`src/rtl/cfg_hdr_pkg.sv`:
```
// Shared constants and helpers for the configuration header.
// Assumes dword indexing, so that index n covers byte offset 4*n.
package cfg_hdr_pkg;

    localparam int IDX_W = 8;

    localparam logic [IDX_W-1:0] IDX_ID      = 8'd0;
    localparam logic [IDX_W-1:0] IDX_CMDSTAT = 8'd1;
    localparam logic [IDX_W-1:0] IDX_CLASS   = 8'd2;
    localparam logic [IDX_W-1:0] IDX_BAR_MEM = 8'd4;
    localparam logic [IDX_W-1:0] IDX_BAR_IO  = 8'd5;

    // Writable Command bits: 0 I/O, 1 memory, 2 master, 6 parity, 8 SERR, 10 INTx off
    localparam logic [15:0] CMD_WMASK = 16'h0547;

    // Merge a new dword into an old one under active-low byte enables
    function automatic logic [31:0] be_merge(input logic [31:0] old_v,
                                             input logic [31:0] new_v,
                                             input logic [3:0]  be_n);
        logic [31:0] r;
        r = old_v;
        for (int b = 0; b < 4; b++) begin
            if (!be_n[b]) r[8*b +: 8] = new_v[8*b +: 8];
        end
        return r;
    endfunction

endpackage

```
`src/rtl/cfg_cmd_stat.sv`:
```
// Command register plus the two sticky Status error bits.
// Assumes wr_sel is already qualified with the write strobe and the index.
// Status error bits are write-one-to-clear, and a set event wins over a clear.
module cfg_cmd_stat
    import cfg_hdr_pkg::*;
(
    input  logic        clk,
    input  logic        rst_n,
    input  logic        wr_sel,
    input  logic [31:0] wdata,
    input  logic [3:0]  be_n,
    input  logic        perr_evt,
    input  logic        serr_evt,
    output logic [15:0] cmd_q,
    output logic [1:0]  err_q      // [1] parity detected, [0] system error signalled
);

    logic [31:0] cmd_merged;
    logic        clr_perr;
    logic        clr_serr;

    // Byte-merge the Command half, keeping only the implemented bits
    always_comb begin
        cmd_merged = be_merge({16'h0000, cmd_q}, wdata, {2'b11, be_n[1:0]});
        clr_perr   = wr_sel && !be_n[3] && wdata[31];
        clr_serr   = wr_sel && !be_n[3] && wdata[30];
    end

    // Command register update
    always_ff @(posedge clk) begin
        if (!rst_n)      cmd_q <= '0;
        else if (wr_sel) cmd_q <= cmd_merged[15:0] & CMD_WMASK;
    end

    // Sticky error bits: the event sets, a write of one clears, the event wins
    always_ff @(posedge clk) begin
        if (!rst_n) begin
            err_q <= '0;
        end else begin
            err_q[1] <= perr_evt | (err_q[1] & ~clr_perr);
            err_q[0] <= serr_evt | (err_q[0] & ~clr_serr);
        end
    end

endmodule

```
`src/rtl/cfg_bar.sv`:
```
// One 32-bit base address register.
// BASE_BITS sets the decoded size: bits below it read zero.
// IS_IO chooses I/O space (bit 0 reads 1) or memory space (bit 0 reads 0).
// Assumes BASE_BITS is at least 4 for memory and at least 2 for I/O.
module cfg_bar
    import cfg_hdr_pkg::*;
#(
    parameter int BASE_BITS = 12,
    parameter bit IS_IO     = 1'b0
) (
    input  logic        clk,
    input  logic        rst_n,
    input  logic        wr_sel,
    input  logic [31:0] wdata,
    input  logic [3:0]  be_n,
    output logic [31:0] rd_val
);

    localparam logic [31:0] KEEP_MASK = ~((32'd1 << BASE_BITS) - 32'd1);

    logic [31:0] base_q;

    // Base address update, with the bits below the size forced to zero
    always_ff @(posedge clk) begin
        if (!rst_n)      base_q <= '0;
        else if (wr_sel) base_q <= be_merge(base_q, wdata, be_n) & KEEP_MASK;
    end

    generate
        if (IS_IO) begin : g_io
            // I/O space marker in bit 0
            always_comb rd_val = base_q | 32'd1;
        end else begin : g_mem
            // 32-bit, non-prefetchable memory: type bits read zero
            always_comb rd_val = base_q;
        end
    endgenerate

endmodule

```
`src/rtl/cfg_hdr_regs.sv`:
```
// Type 0 configuration header register file, top level.
// Decodes configuration writes by dword index and drives the selected
// dword combinationally. Unimplemented dwords read zero and ignore writes.
module cfg_hdr_regs
    import cfg_hdr_pkg::*;
#(
    parameter logic [15:0] VENDOR_ID    = 16'hA5C3,
    parameter logic [15:0] DEVICE_ID    = 16'h0420,
    parameter logic [7:0]  REVISION     = 8'h03,
    parameter logic [23:0] CLASS_CODE   = 24'h118000,
    parameter int          MEM_BAR_BITS = 12,
    parameter int          IO_BAR_BITS  = 6
) (
    input  logic              clk,
    input  logic              rst_n,
    input  logic              cfg_wr,
    input  logic [IDX_W-1:0]  cfg_idx,
    input  logic [31:0]       cfg_wdata,
    input  logic [3:0]        cfg_be_n,
    output logic [31:0]       cfg_rdata,
    input  logic              perr_evt,
    input  logic              serr_evt,
    output logic              io_en,
    output logic              mem_en,
    output logic              parity_en,
    output logic              serr_en
);

    logic        sel_cmd;
    logic        sel_mem;
    logic        sel_io;
    logic [15:0] cmd_q;
    logic [1:0]  err_q;
    logic [31:0] bar_mem_rd;
    logic [31:0] bar_io_rd;

    // Write select per implemented register
    always_comb begin
        sel_cmd = cfg_wr && (cfg_idx == IDX_CMDSTAT);
        sel_mem = cfg_wr && (cfg_idx == IDX_BAR_MEM);
        sel_io  = cfg_wr && (cfg_idx == IDX_BAR_IO);
    end

    cfg_cmd_stat u_cmd_stat (
        .clk      (clk),
        .rst_n    (rst_n),
        .wr_sel   (sel_cmd),
        .wdata    (cfg_wdata),
        .be_n     (cfg_be_n),
        .perr_evt (perr_evt),
        .serr_evt (serr_evt),
        .cmd_q    (cmd_q),
        .err_q    (err_q)
    );

    cfg_bar #(.BASE_BITS(MEM_BAR_BITS), .IS_IO(1'b0)) u_bar_mem (
        .clk    (clk),
        .rst_n  (rst_n),
        .wr_sel (sel_mem),
        .wdata  (cfg_wdata),
        .be_n   (cfg_be_n),
        .rd_val (bar_mem_rd)
    );

    cfg_bar #(.BASE_BITS(IO_BAR_BITS), .IS_IO(1'b1)) u_bar_io (
        .clk    (clk),
        .rst_n  (rst_n),
        .wr_sel (sel_io),
        .wdata  (cfg_wdata),
        .be_n   (cfg_be_n),
        .rd_val (bar_io_rd)
    );

    // Read multiplexer: unimplemented dwords return zero
    always_comb begin
        case (cfg_idx)
            IDX_ID:      cfg_rdata = {DEVICE_ID, VENDOR_ID};
            IDX_CMDSTAT: cfg_rdata = {err_q, 14'h0000, cmd_q};
            IDX_CLASS:   cfg_rdata = {CLASS_CODE, REVISION};
            IDX_BAR_MEM: cfg_rdata = bar_mem_rd;
            IDX_BAR_IO:  cfg_rdata = bar_io_rd;
            default:     cfg_rdata = 32'h0000_0000;
        endcase
    end

    // Command bits exported to decode logic and to the core
    always_comb begin
        io_en     = cmd_q[0];
        mem_en    = cmd_q[1];
        parity_en = cmd_q[6];
        serr_en   = cmd_q[8];
    end

endmodule

```
`config.mk`:
```
export PLATFORM = sky130hd
export DESIGN_NAME = cfg_hdr_regs
export DESIGN_NICKNAME = d
export VERILOG_FILES = /design/src/rtl/cfg_hdr_pkg.sv /design/src/rtl/cfg_cmd_stat.sv /design/src/rtl/cfg_bar.sv /design/src/rtl/cfg_hdr_regs.sv
export SDC_FILE = /design/constraint.sdc
export NUM_CORES = 1
export LEC_CHECK = 0
export CORE_MARGIN = 2
export CORE_UTILIZATION = 45
export DETAILED_ROUTE_END_ITERATION = 7
export PLACE_DENSITY = 0.74
export SLEW_MARGIN = 10
export SYNTH_ARGS = -nofsm -noshare
export SYNTH_HDL_FRONTEND = slang
export SYNTH_HIERARCHICAL = 1
export SYNTH_SLANG_ARGS = --single-unit
```
`constraint.sdc`:
```
create_clock -name clk -period 3.5 [get_ports clk]
set_input_delay 0.35 -clock clk [delete_from_list [all_inputs] [get_ports clk]]
set_output_delay 0.35 -clock clk [all_outputs]
set_load 0.03 [all_outputs]
```
==> results.md, run 1 <==
- Hold repair after CTS inserted 0 buffers.
- In this run the mean area of a mapped cell was 8.41 um^2.
- TritonCTS built the clock tree.
- The maximum clock frequency is 366 MHz.
- The cell with the biggest individual delay on the critical path is sky130_fd_sc_hd__clkdlybuf4s50_1.
- The total power per unit cell area is 300 nW/um^2.
- For the worst setup path, the data required time is 3150 ps.
- Sorting the synthesized cells by how often they occur yields 109 x sky130_fd_sc_hd__nand2_1, 67 x sky130_fd_sc_hd__mux2i_1, 54 x sky130_fd_sc_hd__dfxtp_1.
- Clock tree synthesis selected as its root buffer the cell sky130_fd_sc_hd__clkbuf_8.
- Traced cell by cell, the critical path runs through clkdlybuf4s50_1, buf_4, mux2i_1, a211oi_1, clkdlybuf4s50_1.
- The post-layout instance count excluding filler cells is 553.
- The first global-routing pass estimated 11.6 mm of wire.
- Counting I/O delays and the setup requirement, the final critical path takes 2730 ps.
- The number of detailed-routing iterations run before antenna repair is 4.
- The die is 89.8 um wide.
- Across every metal layer, demand over resource in global routing totals 17.4%.
- The detail route stage leaves a number of antenna-violating nets equal to 0.
- The worst setup path is launched from a primary input.
- The flip-flop cell with the highest count after synthesis is sky130_fd_sc_hd__dfxtp_1.
- The floorplan die height is 89.8 um.
- Dividing the detail-routed wire length by the instance count gives 12.7 um.
- The total number of yosys warnings is 6.
- Summed over all layers, the global routing overflow is 0.
- The worst setup path is of the in -> out kind.
- The congestion estimate from routability-driven global placement came to 0.781.
- The final count of hold timing violations was 0.
- The highest cell delay on the worst timing path is 720 ps.
- Yosys mapped the design onto 30 distinct sky130hd cell types.
- Entering global routing, the biggest net connects 107 pins.
- In this run the cell area of the synthesized design comes to 3310 um^2.
- The clock latency at the later pin of the worst-skew pair is 300 ps.
- The clock-pin slew on the worst setup and hold paths is 100 ps.
- The worst ir drop on vdd is 0.188 mV.
- Clock tree synthesis inserted a total of 5 buffers.
- The via count of the first global-routing pass is 2487.
- On the final layout, the worst clock skew is 0 ps.
- The final layout contains routed wiring with a total length of 7.04 mm.
- The number of buffers and inverters on the critical path is 3.
- The number of max-capacitance violations reported is 0.
- Once placement completed, the tool counted placed cells totaling 544.
- The top cell family by delay on the critical path is buffers and inverters.
- Detailed placement finished with a half-perimeter wire length of 4.99 mm.
- Setup violations remaining at the end of the flow were counted as 0.
- By area the synthesized netlist is led by sky130_fd_sc_hd__dfxtp_1 33%, sky130_fd_sc_hd__mux2i_1 20%, sky130_fd_sc_hd__nand2_1 12%.
- The buffer levels on the longest clock path is 2.
- The synthesized netlist cell count is 394.
- Input and output buffers added on the ports amount to 78.
- The worst-case setup margin in the final layout is 769 ps.
- The post-synthesis register bit count is 54.
- The clock drives 54 sinks.
- After the first detailed-routing iteration, the DRC count stood at 122.
- The synthesized design devotes to its leading area cell type 32.6% of total area.
- The run finished with clean final reports.
- The detailed-route vias per instance is 4.75.
- The area overhead of the layout relative to synthesis is 19.6%.
- The worst min-delay path category is reg -> reg.
- The share of synthesized area occupied by flip-flops and latches is 32.6%.
- Along the worst path, the maximum fanout reaches 17.
- The number of placed I/O pins is 85.
- The leakage power is 0.00148 uW.
- The number of antenna violations at the first check in global routing is 1.
- The buffer count from post-CTS setup fixing is 0.
- The count of unresolved DRC violations after routing is 0.
- Counting stages on the worst path, the most repeated cell is sky130_fd_sc_hd__clkdlybuf4s50_1.
- Gates resized during post-CTS repair numbered 0.
- Row generation in the floorplan step produced 31 rows.
- The worst pin sits at a relative slew slack of 34.7%.
- The slew of the pin with the lowest slew margin is 979 ps.
- Among all cell types in the netlist, the one instantiated most often is sky130_fd_sc_hd__nand2_1.
- The number of pins exceeding their max-slew limit in the final report is 0.
- The H-tree was split into 2 levels.
- The async set-or-reset flop fraction in the synthesized netlist is 0%.
- The net count of the finished layout is 501.
- The die covers 8060 um^2.
- After routing, the total negative slack on setup checks comes to 0 ps.
- The fraction of layout instances using a drive strength above 1 is 10.6%.
- The largest area contributor in the netlist is sky130_fd_sc_hd__dfxtp_1.
- Of the available clock period, the critical path in the final layout requires 78.0%.
- Setup repair after global routing left no endpoint under its margin.
- The detailed router placed 2625 vias in this run.
- The worst path arrival time is 2380 ps.
- The total core area is 7180 um^2.
- The worst setup path is captured at an output port.
- OpenSTA, run right after detailed placement, puts the worst setup slack at 748 ps.
- For this configuration, the core starts out at a cell density of 46.2%.
- Counting flops with a built-in enable in the synthesized netlist gives 0.
==> cell families (layout without fill, tap and decap cells) <==
logic type | count (synthesis) | count (layout) | share of synthesized area, %
buffers and inverters | 59 | 94 | 14.2
AOI/OAI and AO/OA | 31 | 31 | 6.46
other | 4 | 29 | 0.453
muxes | 80 | 80 | 24.7
and+or+nand+nor | 166 | 166 | 21.6
DFF | 54 | 54 | 32.6
==> area by class of cell <==
cell class | count | area, um^2
clock buffers | 6 | 72.6
flip-flops and latches | 54 | 1080
diodes | 1 | 2.50
repair buffers | 84 | 786
clock inverters | 2 | 37.5
multi-input cells | 305 | 1850
inverters | 2 | 7.51
fillers | 675 | 3210
well taps | 99 | 124
==> through the flow <==
step | hold slack (ps) | instance area [um^2] | total power, uW | utilization, %
floorplan | 431 | 3400 | 745 | -
global placement | 439 | 3850 | 780 | 53.6
detailed placement | 449 | 3850 | 783 | 53.6
CTS | 463 | 3960 | 1200 | 55.2
global route | 488 | 3960 | 1230 | 55.2
finish | 461 | 3960 | 1190 | 55.2
==> worst min-delay path: cells and delay by family, from the launching register on <==
| family | cells | cell delay (ps) |
|---|---|---|
| multiplexers | 1 | 50 |
| AND/OR/NAND/NOR | 1 | 50 |
| flip-flops | 1 | 320 |
==> state kept, by name, summed over array words and instances, names as in the netlist <==
| signal | cells |
|---|---|
| u_bar_io/base_q | 26 |
| u_cmd_stat/cmd_q | 6 |
| u_bar_mem/rd_val | 20 |
| u_cmd_stat/err_q | 2 |
==> power breakdown <==
group	internal (uW)	total [uW]	switching (uW)	leakage [uW]
combinational	77.3	152	75.1	0.000994
clock	214	419	206	0.0000514
sequential	616	617	0.979	0.000435
total	907	1190	282	0.00148
==> final timing paths <==
| kind | startpoint | endpoint | slack [ps] | cells past startpoint |
|---|---|---|---|---|
| worst min-delay path | u_bar_io/base_q[30]$_SDFFE_PN0P_ | u_bar_io/base_q[30]$_SDFFE_PN0P_ | 460 | 2 |
| worst max-delay path | cfg_idx[2] | cfg_rdata[10] | 770 | 5 |
| worst max register to register | u_cmd_stat/cmd_q[1]$_SDFFE_PN0P_ | u_cmd_stat/cmd_q[1]$_SDFFE_PN0P_ | 2850 | 2 |
| worst min register to register | u_bar_io/base_q[30]$_SDFFE_PN0P_ | u_bar_io/base_q[30]$_SDFFE_PN0P_ | 460 | 2 |
==> layer usage <==
layer	wire length (um)	part of all wire (%)	up-vias	GRT usage, %
li1	-	-	1360	-
met1	3210	46	1199	21.6
met2	3350	48	61	30.3
met3	412	5.9	5	3.77
met4	61	0.87	0	5.64
met5	0	0	-	0
==> cells in the final DEF (no fill, tap or decap), types with 2 or more instances in the layout <==
cell type and instances:
sky130_fd_sc_hd__clkbuf_8 5, sky130_fd_sc_hd__nand3_1 2, sky130_fd_sc_hd__mux2i_1 67, sky130_fd_sc_hd__buf_4 20
sky130_fd_sc_hd__clkdlybuf4s50_1 63, sky130_fd_sc_hd__a21oi_1 7, sky130_fd_sc_hd__a22oi_1 9, sky130_fd_sc_hd__a211oi_1 8
sky130_fd_sc_hd__nand2b_1 5, sky130_fd_sc_hd__o21ba_2 2, sky130_fd_sc_hd__mux2_2 13, sky130_fd_sc_hd__nor2b_1 7
sky130_fd_sc_hd__nand2_1 109, sky130_fd_sc_hd__a31oi_1 2, sky130_fd_sc_hd__inv_1 2, sky130_fd_sc_hd__nor3b_1 2
sky130_fd_sc_hd__dfxtp_1 54, sky130_fd_sc_hd__conb_1 28, sky130_fd_sc_hd__o21ai_1 2, sky130_fd_sc_hd__nor2_1 31
sky130_fd_sc_hd__and2b_1 4
No activity file was read; power rests on OpenSTA's default activity.
==> inputs of run 2 (changes only) <==
==> constraint.sdc (replaced) <==
create_clock -name clk -period 2.8 [get_ports clk]
set_input_delay 0.28 -clock clk [delete_from_list [all_inputs] [get_ports clk]]
set_output_delay 0.28 -clock clk [all_outputs]
set_load 0.03 [all_outputs]
==> run 2 against run 1 <==
Against the previous run:
- flip-flop and latch count stayed put
- combinational power rose by 27%
- total power rose by 27%
- die area stayed put
- cell area fell by 0.13%
- non-clock buffer count is 2 higher
- clock skew unchanged
- first-iteration DRC count down 29%
- clock power increased by 29%
- critical path type unchanged
==> results.md, run 2 (synthesized netlist as in run 1, its figures left out) <==
- The worst-path maximum fanout is 29 (was 17).
- The cell with the biggest individual delay on the critical path is sky130_fd_sc_hd__clkdlybuf4s50_1 (unchanged).
- Ordered cell list for the critical path: clkdlybuf4s50_1, buf_12, mux2_2, nand2_1, a21oi_2, clkdlybuf4s50_1 (was clkdlybuf4s50_1, buf_4, mux2i_1, a211oi_1, clkdlybuf4s50_1).
- The capturing point of the worst reg2reg path is u_cmd_stat/cmd_q[0]$_SDFFE_PN0P_ (was u_cmd_stat/cmd_q[1]$_SDFFE_PN0P_).
- The startpoint of the worst register-to-register path was u_cmd_stat/cmd_q[0]$_SDFFE_PN0P_ (was u_cmd_stat/cmd_q[1]$_SDFFE_PN0P_).
- The number of levels the H-tree was split into is 2 (unchanged).
- The CTS tree is done (unchanged).
- The overall power is 1500 uW (was 1190 uW).
- The worst path arrival time came to 2180 ps (was 2380 ps).
- The sort of element at the end of the critical path was an output port (unchanged).
- The floorplan die height is 89.8 um (unchanged).
- The final count of hold timing violations is 0 (unchanged).
- The number of detailed-routing iterations run before antenna repair was 4 (unchanged).
- The post-layout instance count excluding filler cells is 554 (was 553).
- The worst ir drop on vdd was 0.199 mV (was 0.188 mV).
- The detailed-route wire length is 7.00 mm (was 7.04 mm).
- The total power per unit cell area is 380 nW/um^2 (was 300 nW/um^2).
- The first-pass GRT wire length was 11.7 mm (was 11.6 mm).
- The slew of the pin with the lowest slew margin is 943 ps (was 979 ps).
- The origin of the worst min-delay path was u_bar_mem/rd_val[17]$_SDFFE_PN0P_ (was u_bar_io/base_q[30]$_SDFFE_PN0P_).
- The horizontal die dimension is 89.8 um (unchanged).
- The post-CTS resize count came to 0 (unchanged).
- The placed cell count was 546 (was 544).
- The setup slack of the most critical reg-to-reg path is 2130 ps (was 2850 ps).
- The number of antenna diodes is 0 (was 1).
- The number of sinks handled by clock tree synthesis is 54 (unchanged).
- The number of placed I/O pins is 85 (unchanged).
- The worst min-delay path category is reg -> reg (unchanged).
- The relative slew slack was 37.1% (was 34.7%).
- The total grt overflow is 0 (unchanged).
- The clock latency at the later pin of the worst-skew pair is 300 ps (about the same).
- The accumulated negative setup slack was 0 ps (unchanged).
- The register containing the most flip-flops in the final layout is u_bar_io/base_q (unchanged).
- The overall via count from detail_route is 2608 (was 2625).
- The die outline area is 8060 um^2 (unchanged).
- The endpoint of the worst hold-timing path is u_bar_mem/rd_val[17]$_SDFFE_PN0P_ (was u_bar_io/base_q[30]$_SDFFE_PN0P_).
- The flip-flop count of the largest register after layout is 26 (unchanged).
- The sort of element at the start of the critical path is a primary input (unchanged).
- The number of antenna violations at the first check in global routing came to 0 (was 1).
- The HPWL after detailed placement is 4.97 mm (was 4.99 mm).
- The buffer levels on the longest clock path was 2 (unchanged).
- The area overhead of the layout relative to synthesis came to 19.5% (was 19.6%).
- The fraction of layout instances using a drive strength above 1 was 14.5% (was 10.6%).
- The final-stage net count was 503 (was 501).
- The total clock buffers created by CTS came to 5 (unchanged).
- The top cell family by delay on the critical path is buffers and inverters (unchanged).
- The via count of the first global-routing pass is 2515 (was 2487).
- The number of cells traversed by the worst hold path is 2 (unchanged).
- The utilization after layout is 55.1% (was 55.2%).
- The final count of negative-setup-slack endpoints is 0 (unchanged).
- The dominant cell type by count on the critical path is sky130_fd_sc_hd__clkdlybuf4s50_1 (unchanged).
- The detailed-route vias per instance is 4.71 (was 4.75).
- The clock-pin slew on the worst setup and hold paths is 100 ps (about the same).
- The most common cell after layout, fill and taps aside is sky130_fd_sc_hd__nand2_1 (unchanged).
- The number of design-rule violations left by the first detailed-router iteration is 87 (was 122).
- The highest cell delay on the worst timing path was 590 ps (was 720 ps).
- The worst reg-to-reg path cell count is 2 (unchanged).
- The cell at the root of the clock tree is sky130_fd_sc_hd__clkbuf_8 (unchanged).
- The wire length per cell after detailed routing is 12.6 um (was 12.7 um).
- The maximum number of pins on one net before global-route repair is 107 (unchanged).
- The global-route usage over all layers is 17.4% (about the same).
- The final critical-path share of the clock period is 87.7%.
- Highest-count cells in the layout ignoring fill and taps: 109 x sky130_fd_sc_hd__nand2_1, 67 x sky130_fd_sc_hd__mux2i_1, 54 x sky130_fd_sc_hd__dfxtp_1, 48 x sky130_fd_sc_hd__clkdlybuf4s50_1, 36 x sky130_fd_sc_hd__buf_4 (was 109 x sky130_fd_sc_hd__nand2_1, 67 x sky130_fd_sc_hd__mux2i_1, 63 x sky130_fd_sc_hd__clkdlybuf4s50_1, 54 x sky130_fd_sc_hd__dfxtp_1, 31 x sky130_fd_sc_hd__nor2_1).
- The classification of the worst setup path is in -> out (unchanged).
- The count of unresolved DRC violations after routing was 0 (unchanged).
- The total of fill cells in the finished design was 684 (was 675).
- The data required time of the critical path is 2520 ps (was 3150 ps).
- The number of buffers and inverters on the critical path came to 3 (unchanged).
- The starting density of the core is 46.2% (unchanged).
- The number of buffers inserted by hold repair at cts is 0 (unchanged).
- The worst clock skew is 0 ps (unchanged).
- The number of antenna-violating nets in the routed design is 0 (unchanged).
- The global placer's final weighted congestion is 0.783 (was 0.781).
- The number of pins exceeding their max-slew limit in the final report is 0 (unchanged).
- The post-route minimum period is 2460 ps.
- The total of buffers placed on input and output ports is 78 (unchanged).
- The buffer count from post-CTS setup fixing was 0 (unchanged).
- The leakage power is 0.00153 uW (was 0.00148 uW).
- Status: completed (unchanged).
- The number of placement rows was 31 (unchanged).
- Based on the critical path, the design can be clocked at up to 407 MHz.
- The number of max-capacitance violations reported is 0 (unchanged).
- Unrepaired setup endpoints after global routing: no (unchanged).
- The total core area is 7180 um^2 (unchanged).
[run 2: worst max-delay path by stage]
stage,startpoint,end,depth (start not counted)
2_1_floorplan,cfg_idx[5],cfg_rdata[10],3
3_3_place_gp,cfg_idx[2],cfg_rdata[2],6
3_5_place_dp,cfg_idx[2],u_bar_io/base_q[25]$_SDFFE_PN0P_,7
4_1_cts,cfg_idx[2],cfg_rdata[2],6
5_1_grt,cfg_idx[2],cfg_rdata[2],6
6_report,cfg_idx[2],cfg_rdata[2],6
[run 2: metrics by stage]
step           setup WS, ps  hold WS, ps  cell area [um^2]
2_1_floorplan          1060          381              3400
6_report                345          464              3960
5_1_grt                 293          483              3960
3_5_place_dp            286          446              3840
3_3_place_gp            339          439              3840
4_1_cts                 328          466              3960
[run 2: cell type report]
class	count	area [um^2]	area share (%)
Clock buffer	5	68.8	1.74
Clock inverter	3	48.8	1.23
Inverter	2	7.51	0.190
Multi-Input combinational cell	305	1850	46.8
Sequential cell	54	1080	27.3
Tap cell	99	124	3.13
Timing Repair Buffer	86	776	19.6
[run 2: worst reg2reg max path: stages (launching register included)]
cell and delay, ps:
sky130_fd_sc_hd__dfxtp_1 380, sky130_fd_sc_hd__nand2_1 70, sky130_fd_sc_hd__mux2i_1 150
[run 2: power breakdown]
group	internal (uW)	total, uW	switching, uW	leakage [uW]
registers	770	771	1.26	0.000435
logic	99.1	193	94.0	0.00104
clock network	273	540	268	0.0000563
[run 2: per-layer routing]
metal	up-vias	track usage, %	part of all wire (%)
met3	8	4.53	5.3
li1	1359	-	-
met5	-	0	0
met1	1176	21.0	46
met2	65	30.9	47
met4	0	4.36	1.2
==> inputs of run 3 (changes only) <==
--- a/config.mk
+++ b/config.mk
@@ -8,7 +8,7 @@
 export CORE_MARGIN = 2
 export CORE_UTILIZATION = 45
 export DETAILED_ROUTE_END_ITERATION = 7
-export PLACE_DENSITY = 0.74
+export PLACE_DENSITY = 0.77
 export SLEW_MARGIN = 10
 export SYNTH_ARGS = -nofsm -noshare
 export SYNTH_HDL_FRONTEND = slang
==> constraint.sdc (replaced) <==
create_clock -name clk -period 2 [get_ports clk]
set_input_delay 0.2 -clock clk [delete_from_list [all_inputs] [get_ports clk]]
set_output_delay 0.2 -clock clk [all_outputs]
set_load 0.03 [all_outputs]
==> run 3 against run 2 <==
Against the previous run:
- flip-flop and latch count is the same
- sequential power grew 40%
- total power grew 30%
- largest power group unchanged
- die area unchanged
- critical endpoint is now cfg_rdata[12]
- largest cell class unchanged
==> results.md, run 3 (synthesized netlist as in run 1, its figures left out) <==
- The leakage power is 0.00160 uW (was 0.00153 uW).
- The total of buffers placed on input and output ports was 78 (unchanged).
- The maximum number of pins on one net before global-route repair is 47 (was 107).
- The flip-flop count of the largest register after layout is 26 (unchanged).
- Unrepaired setup endpoints after global routing: no (unchanged).
- The highest signal layer in the routed design is met4 (unchanged).
- The HPWL after detailed placement is 5.50 mm (was 4.97 mm).
- The area overhead of the layout relative to synthesis came to 23.3% (was 19.5%).
- The number of pins exceeding their max-slew limit in the final report was 0 (unchanged).
- The CTS tree was done (unchanged).
- The share of power burned in the clock network is 30.3% (was 35.9%).
- The total grt overflow is 0 (unchanged).
- The sequential power share is 55.0% (was 51.3%).
- The detailed-route vias per instance is 4.74 (was 4.71).
- The final-stage net count is 519 (was 503).
- The placed cell count came to 562 (was 546).
- The number of design-rule violations left by the first detailed-router iteration is 55 (was 87).
- The number of antenna violations at the first check in global routing is 0 (unchanged).
- The clock latency at the later pin of the worst-skew pair was 300 ps (about the same).
- The number of detailed-routing iterations run before antenna repair came to 4 (unchanged).
- Highest-count cells in the layout ignoring fill and taps: 109 x sky130_fd_sc_hd__nand2_1, 67 x sky130_fd_sc_hd__mux2i_1, 54 x sky130_fd_sc_hd__dfxtp_1, 48 x sky130_fd_sc_hd__buf_4, 47 x sky130_fd_sc_hd__clkdlybuf4s50_1 (was 109 x sky130_fd_sc_hd__nand2_1, 67 x sky130_fd_sc_hd__mux2i_1, 54 x sky130_fd_sc_hd__dfxtp_1, 48 x sky130_fd_sc_hd__clkdlybuf4s50_1, 36 x sky130_fd_sc_hd__buf_4).
- Ordered cell list for the critical path: clkdlybuf4s50_1, buf_6, nor2b_1, buf_4, a22oi_1, nor2_1, buf_4 (was clkdlybuf4s50_1, buf_12, mux2_2, nand2_1, a21oi_2, clkdlybuf4s50_1).
- Status: completed (unchanged).
- The number of levels the H-tree was split into was 2 (unchanged).
- The worst ir drop on vdd is 0.331 mV (was 0.199 mV).
- The overall via count from detail_route came to 2696 (was 2608).
- The starting density of the core is 46.2% (unchanged).
- The total core area is 7180 um^2 (unchanged).
- The relative slew slack came to 59.6% (was 37.1%).
- The final count of negative-setup-slack endpoints was 0 (unchanged).
- The worst reg-to-reg path cell count is 2 (unchanged).
- The global placer's final weighted congestion came to 0.803 (was 0.783).
- The worst path arrival time came to 1710 ps (was 2180 ps).
- The number of antenna diodes is 0 (unchanged).
- The worst clock skew came to 0 ps (unchanged).
- The post-layout instance count excluding filler cells is 569 (was 554).
- The met2 wire length is 3.60 mm (was 3.32 mm).
- The die outline area is 8060 um^2 (unchanged).
- The data required time of the critical path came to 1800 ps (was 2520 ps).
- The number of cells traversed by the worst hold path came to 3 (was 2).
- The classification of the worst setup path is in -> out (unchanged).
- The register containing the most flip-flops in the final layout is u_bar_io/base_q (unchanged).
- The internal power of the cells is 1470 uW (was 1140 uW).
- The first-pass GRT wire length is 12.2 mm (was 11.7 mm).
- The buffer count from post-CTS setup fixing is 0 (unchanged).
- The via count of the first global-routing pass is 2719 (was 2515).
- The most common cell after layout, fill and taps aside is sky130_fd_sc_hd__nand2_1 (unchanged).
- The post-route minimum period is 1910 ps.
- The number of antenna-violating nets in the routed design was 0 (unchanged).
- The total of fill cells in the finished design came to 670 (was 684).
- The number of placed I/O pins is 85 (unchanged).
- The number of max-capacitance violations reported is 0 (unchanged).
- The final count of hold timing violations came to 0 (unchanged).
- The wire length per cell after detailed routing is 12.8 um (was 12.6 um).
- The total routed wire length on the met1 layer came to 3.12 mm (was 3.22 mm).
- The floorplan die height was 89.8 um (unchanged).
- The worst-path maximum fanout is 16 (was 29).
- The global-route usage over all layers is 18.3% (was 17.4%).
- The total clock buffers created by CTS came to 5 (unchanged).
- The number of sinks handled by clock tree synthesis is 54 (unchanged).
- The cell at the root of the clock tree is sky130_fd_sc_hd__clkbuf_8 (unchanged).
- The sort of element at the end of the critical path is an output port (unchanged).
- The buffer levels on the longest clock path is 2 (unchanged).
- The cell with the biggest individual delay on the critical path is sky130_fd_sc_hd__clkdlybuf4s50_1 (unchanged).
- The total power per unit cell area is 481 nW/um^2 (was 380 nW/um^2).
- The slew of the pin with the lowest slew margin is 603 ps (was 943 ps).
- The detailed-route wire length is 7.30 mm (was 7.00 mm).
- Timing would allow up to 523 MHz.
- The switching share of power was 25.2% (was 24.1%).
- The fraction of layout instances using a drive strength above 1 is 17.7% (was 14.5%).
- The clock-pin slew on the worst setup and hold paths is 90 ps (was 100 ps).
- The final critical-path share of the clock period is 95.5%.
- The final-layout worst hold slack is 394 ps (was 464 ps).
- The dominant cell type by count on the critical path is sky130_fd_sc_hd__buf_4 (was sky130_fd_sc_hd__clkdlybuf4s50_1).
- The met3 wire length is 449 um (was 373 um).
- The share of total power in combinational logic is 14.7% (was 12.8%).
- The sort of element at the start of the critical path is a primary input (unchanged).
- The net switching power is 494 uW (was 363 uW).
- The count of unresolved DRC violations after routing came to 0 (unchanged).
- The horizontal die dimension is 89.8 um (unchanged).
- The worst min-delay path category is in -> reg (was reg -> reg).
- The number of buffers inserted by hold repair at cts is 0 (unchanged).
- The number of placement rows is 31 (unchanged).
- The highest cell delay on the worst timing path is 550 ps (was 590 ps).
-- run 3: timing repair --
item / in CTS / in global routing
hold endpoints to repair: 0 / 0
endpoints found under the setup margin: 0 / 4
resized for setup: 0 / 2
-- run 3: power by group through the flow --
stage | registers [uW] | logic, uW | clock network (uW)
floorplan | 1100 | 200 | 0
global placement | 1100 | 281 | 0
detailed placement | 1100 | 286 | 0
CTS | 1080 | 286 | 619
global route | 1080 | 316 | 650
finish | 1080 | 289 | 595
-- run 3: area by class of cell --
cell class	instances	area (um^2)	share of cell area, %
Clock buffer	5	68.8	1.69
Clock inverter	2	15.0	0.368
Inverter	2	7.51	0.184
Multi-Input combinational cell	305	1860	45.4
Sequential cell	54	1080	26.5
Tap cell	99	124	3.03
Timing Repair Buffer	102	932	22.8
-- run 3: worst max-delay path, delay by kind of cell --
kind            cells  cell delay (ps)
buf+inv             4             1100
simple gates        2              310
compound gates      1               90
-- run 3: routing by layer --
metal	up-vias	track usage, %
li1	1390	-
met4	0	5.64
met2	73	33.5
met5	-	0
met1	1223	20.3
met3	10	5.36
-- run 3: stage by stage --
step           setup TNS, ps  utilization [%]  setup slack (ps)  cell area, um^2  power [uW]
3_3_place_gp            -155             55.6             -22.2             3990        1390
2_1_floorplan              0                -               382             3400        1300
5_1_grt                    0             56.9              15.4             4080        2050
4_1_cts                    0             56.8              8.13             4080        1980
3_5_place_dp            -531             55.6             -63.8             3990        1390
6_report                   0             56.9              89.3             4080        1960
-- run 3: worst paths after layout --
path,slack (ps),end,start
hold reg to reg,460,u_bar_io/base_q[26]$_SDFFE_PN0P_,u_bar_io/base_q[26]$_SDFFE_PN0P_
hold / removal,390,u_cmd_stat/cmd_q[6]$_SDFFE_PN0P_,rst_n
setup / recovery,90,cfg_rdata[12],cfg_idx[2]
setup reg to reg,1360,u_cmd_stat/err_q[0]$_SDFF_PN0_,u_cmd_stat/err_q[0]$_SDFF_PN0_
